`config.mk`:
```
export PLATFORM = sky130hd
export DESIGN_NAME = edge_clear_counter
export DESIGN_NICKNAME = d
export VERILOG_FILES = /design/src/rtl/edge_clear_counter.sv
export SDC_FILE = /design/constraint.sdc
export NUM_CORES = 1
export LEC_CHECK = 0
export BUFFER_PORTS_ARGS = -buffer_cell sky130_fd_sc_hd__buf_2
export CAP_MARGIN = 20
export CORE_ASPECT_RATIO = 0.75
export CORE_UTILIZATION = 30
export CTS_BUF_LIST = sky130_fd_sc_hd__clkbuf_16
export DETAILED_ROUTE_END_ITERATION = 8
export HOLD_SLACK_MARGIN = 0.15
export PLACE_DENSITY = 0.61
export SLEW_MARGIN = 20
export SYNTH_ARGS = -nofsm -noshare
export SYNTH_HDL_FRONTEND = slang
export SYNTH_SLANG_ARGS = --single-unit
```
`constraint.sdc`:
```
create_clock -name clk -period 1.8 [get_ports clk]
set_clock_uncertainty 0.1 [all_clocks]
set_input_delay 0.09 -clock clk [delete_from_list [all_inputs] [get_ports clk]]
set_output_delay 0.09 -clock clk [all_outputs]
set_load 0.005 [all_outputs]
```
`src/rtl/edge_clear_counter.sv`:
```
module edge_clear_counter #(
  parameter int CNT_W       = 12,
  parameter int SYNC_STAGES = 2
) (
  input  logic             clk,
  input  logic             rst,
  input  logic             trig_in,
  output logic [CNT_W-1:0] count
);

  localparam int TOP = SYNC_STAGES - 1;

  logic [SYNC_STAGES-1:0] sync_q;
  logic                   trig_seen;
  logic                   clr_pulse;

  always_ff @(posedge clk) begin
    if (rst) begin
      sync_q    <= '1;
      trig_seen <= 1'b1;
    end else begin
      sync_q    <= {sync_q[TOP-1:0], trig_in};
      trig_seen <= sync_q[TOP];
    end
  end

  assign clr_pulse = sync_q[TOP] & ~trig_seen;

  always_ff @(posedge clk) begin
    if (rst || clr_pulse) count <= '0;
    else                  count <= count + 1'b1;
  end

endmodule

```
# --- Yosys cells after proc, flatten, opt, wreduce, memory -nomap -nowiden ---
# Cells that the tools add are included.
totals:
  register_bits: 15
  input_bits: 3
  wordCells: 7
op_classes:
  addsub: 1
  bitwise: 2
  n_reduce_logical: 1
ops:
  columns: ["op", "count"]
  rows:
  - ["$add A12 B1 Y12 const B", 1]
  - ["$and A1 B1 Y1", 1]
  - ["$logic_or A1 B1 Y1", 1]
  - ["$not A1 Y1", 1]

# --- Logic depth before layout (Yosys ltp) ---
depth:
  depth_word: 3
  ltp_mapped: 4
  depth_no_buf: 4

# --- Worst setup path after synthesis ---
# Ideal clock, no wire load.
synth_timing:
  path_type: "reg2reg"
  from: "register count[0]"
  to: "register count[10]"
  setup_ns: 0.071
  arrival_ns: 1.347
  required_ns: 1.629
  path_slack_ns: 0.283
  stages_incl_launch_ff: 5
  n_path_buf: 0
  synth_period_minus_slack_ns: 1.517
  path_cell_list: "dfxtp_1 > ha_1 > nand4_2 > or4_1 > a21oi_1"
synth_between:
  elab_chain_len: 1
synth_lines:
  columns: ["element", "line", "text"]
  rows:
  - ["from (decl)", "8", "output logic [CNT_W-1:0] count"]
  - ["from (signal assigned)", "31", "else count <= count + 1'b1;"]
  - ["$add A12 B1 Y12", "31", null]
# Every way passes these cells.
# A chain may end at the register's enable or synchronous reset.

# --- Worst setup path after layout ---
# Ends and elaborated chain as after synthesis.

==> summary.txt <==
Critical path capture point type: flip-flop
H-tree levels: 1
IO buf count: 14
CP max stage cell: or4_1
Num rows: 13
Vias in the first global route: 489
Worst Path Max Fanout: 6
Post-CTS sizing: 0
First-pass iteration count of the detailed router: 3
Worst VDD drop: 0.737 mV
Io pins: 15
RSZ-0062 raised after global routing: false
ANT nets after route: 0
Chip height: 40.7 µm
Status: finished, final reports clean
Top delay family on crit path: simple AND/OR/NAND/NOR gates
Post-DP HPWL: 871 µm
Setup crit start kind: flip-flop
Max Cap Viol: 0
CTS tree: built
CP max stage delay: 0.50 ns
Gr ovfl total: 0
PnR Total Power: 0.000814 W
Hold violation count in the final report: 0
Main flop type after synthesis: dfxtp_1
Library cells used by synthesis: 21
Seq/Total Area, Yosys: 50.2%
Total GRT Usage: 14.4%
Initial Utilization: 33.1%
Crit path arrival time: 1.70 ns
Pin count of the biggest net entering global routing: 12
Post-Syn Area per Cell: 9.06 µm²
Data required, critical path: 1.88 ns
Post-synth EDFFs: 0
Die W: 53.6 µm
Ys Warns: 0
CTS max path bufs: 2
Synth Cell Area: 598 µm²
Cts hold-fix bufs: 3
FF+latch area: 300 µm²
Setup Viol. Count Final: 0
Period utilization: 90.1%
Clock transition at the registers of the reported paths: 0.05 ns
Min-delay worst type: flip-flop to flip-flop
Async SR Flop Fraction: 0%
Nets@finish: 92
# diodes: 0
Final Instance Area: 808 µm²
Via/cell ratio: 4.94
Total Wirelength: 1310 µm
Clk Latency, worst-skew pair: 0.24 ns
CTS Buf Count: 3
Remaining DRCs: 0
Main area contributors after synthesis: dfxtp_1 (50%), a21oi_1 (5.0%), inv_1 (4.4%)
Relative slew slack: 79.9%
Leakage power: 0.346 nW
Final GP Congestion: 0.774
Critical-path cell list: ha_1 -> nand4_2 -> or4_1 -> a21oi_1
Top cell type's share of synthesized area: 50.2%
Wirelength per Cell: 12.0 µm
Post-place instance area: 699 µm²
Final setup TNS: 0 ns
Post-Syn Instances: 66
Max Freq: 616 MHz
Post-synth top cells: dfxtp_1 (15), inv_1 (7), a21oi_1 (6), nor2_1 (5), o21ai_0 (4)
Yosys top cell by area: dfxtp_1
Worst slew pin tran: 0.299 ns
Post-CTS Setup Inserts: 0
Initial antenna violation count: 0
Filler instances: 181
CP Class: flip-flop to flip-flop
Min cycle time layout: 1.62 ns
Syn nets: 70
Clock sink count: 15
Share of post-route cells with drive strength above 1: 24.1%
Initial DRC count: 2
Cell Pwr Density: 1010 mW/mm²
Worst Path Buf+Inv: 0
Pins Over Slew Limit: 0
Most frequent cell after synthesis: dfxtp_1
Syn-to-layout area delta: 35.1%
#FFs+latches synth: 15
Core area: 0.00181 mm²
Die area: 0.00218 mm²
Clock root buffer: clkbuf_16
First-pass GRT wire length: 2060 µm
Total number of vias: 538
Area of the multi-input gates: 268 µm²
==> cell type report <==
class                      instances  share of cell area, %
sequential                        15                   37.2
multi-input combinational         43                   33.1
timing repair buffer              18                   13.3
clock buffer                       3                   9.29
tap                               22                   3.41
inverter                           7                   3.25
clock inverter                     1                  0.464
==> flip-flops by register name (all words and copies together) (netlist names) <==
signal	flops
count	12
sync_q	2
trig_seen	1
==> worst paths after layout <==
check / start / slack [ns] / to / cells past startpoint
setup / recovery: count[0]$_SDFF_PP0_ / 0.18 / count[10]$_SDFF_PP0_ / 4
hold reg to reg: sync_q[0]$_SDFF_PP1_ / 0.30 / sync_q[1]$_SDFF_PP1_ / 1
hold / removal: sync_q[0]$_SDFF_PP1_ / 0.30 / sync_q[1]$_SDFF_PP1_ / 1
setup reg to reg: count[0]$_SDFF_PP0_ / 0.18 / count[10]$_SDFF_PP0_ / 4
==> cells in the final DEF, fill, tap and decap left out, types with 2 or more instances in the layout <==
cell type,count
dfxtp_1,15
inv_1,8
or2_2,2
nand2_1,3
clkbuf_16,3
or3_1,3
buf_2,14
nor2_1,5
dlygate4sd3_1,3
o31ai_1,3
nand3_1,3
or4_1,3
o21ai_0,4
nand4_1,2
xnor2_1,2
a21oi_1,6
==> power by group <==
part / internal (W) / switching [W] / leakage (nW)
clock: 0.000294 / 0.000134 / 0.0423
sequential: 0.000342 / 0.00000849 / 0.122
combinational: 0.0000193 / 0.0000167 / 0.182
==> cells by family (layout without fill, tap and decap cells) <==
kind of cell | count (synthesis) | after routing | share of synthesized area (%)
compound gates | 15 | 15 | 14.9
xor+xnor | 3 | 3 | 4.39
fa+ha+maj | 1 | 1 | 2.09
buf+inv | 8 | 29 | 5.02
flops | 15 | 15 | 50.2
mux | 1 | 1 | 1.67
simple gates | 23 | 23 | 21.8
==> per-layer routing <==
metal	part of all wire [%]	global-route usage, %	vias up	wire [µm]
li1	-	-	277	-
met1	50	16.4	247	657
met2	42	21.9	12	553
met3	6.4	8.15	2	84
met4	0.99	7.24	0	13
met5	0	0	-	0
==> worst reg2reg max path: cells and delay by family, from the launching register on <==
family	cells	cell delay, ns
adders and majority gates	1	0.25
AOI/OAI and AO/OA	1	0.14
DFF	1	0.39
and+or+nand+nor	2	0.68
==> per-stage QoR <==
| step | hold WS [ns] | worst slack [ns] | std cells | util (%) |
|---|---|---|---|---|
| global route | 0.328 | 0.0428 | 109 | 44.8 |
| floorplan | 0.0938 | 0.283 | 66 | - |
| CTS | 0.303 | 0.180 | 109 | 44.8 |
| global placement | 0.178 | 0.270 | 102 | 38.7 |
| finish | 0.304 | 0.178 | 109 | 44.8 |
| detailed placement | 0.184 | 0.199 | 102 | 38.7 |
No activity file was read; power rests on OpenSTA's default activity.
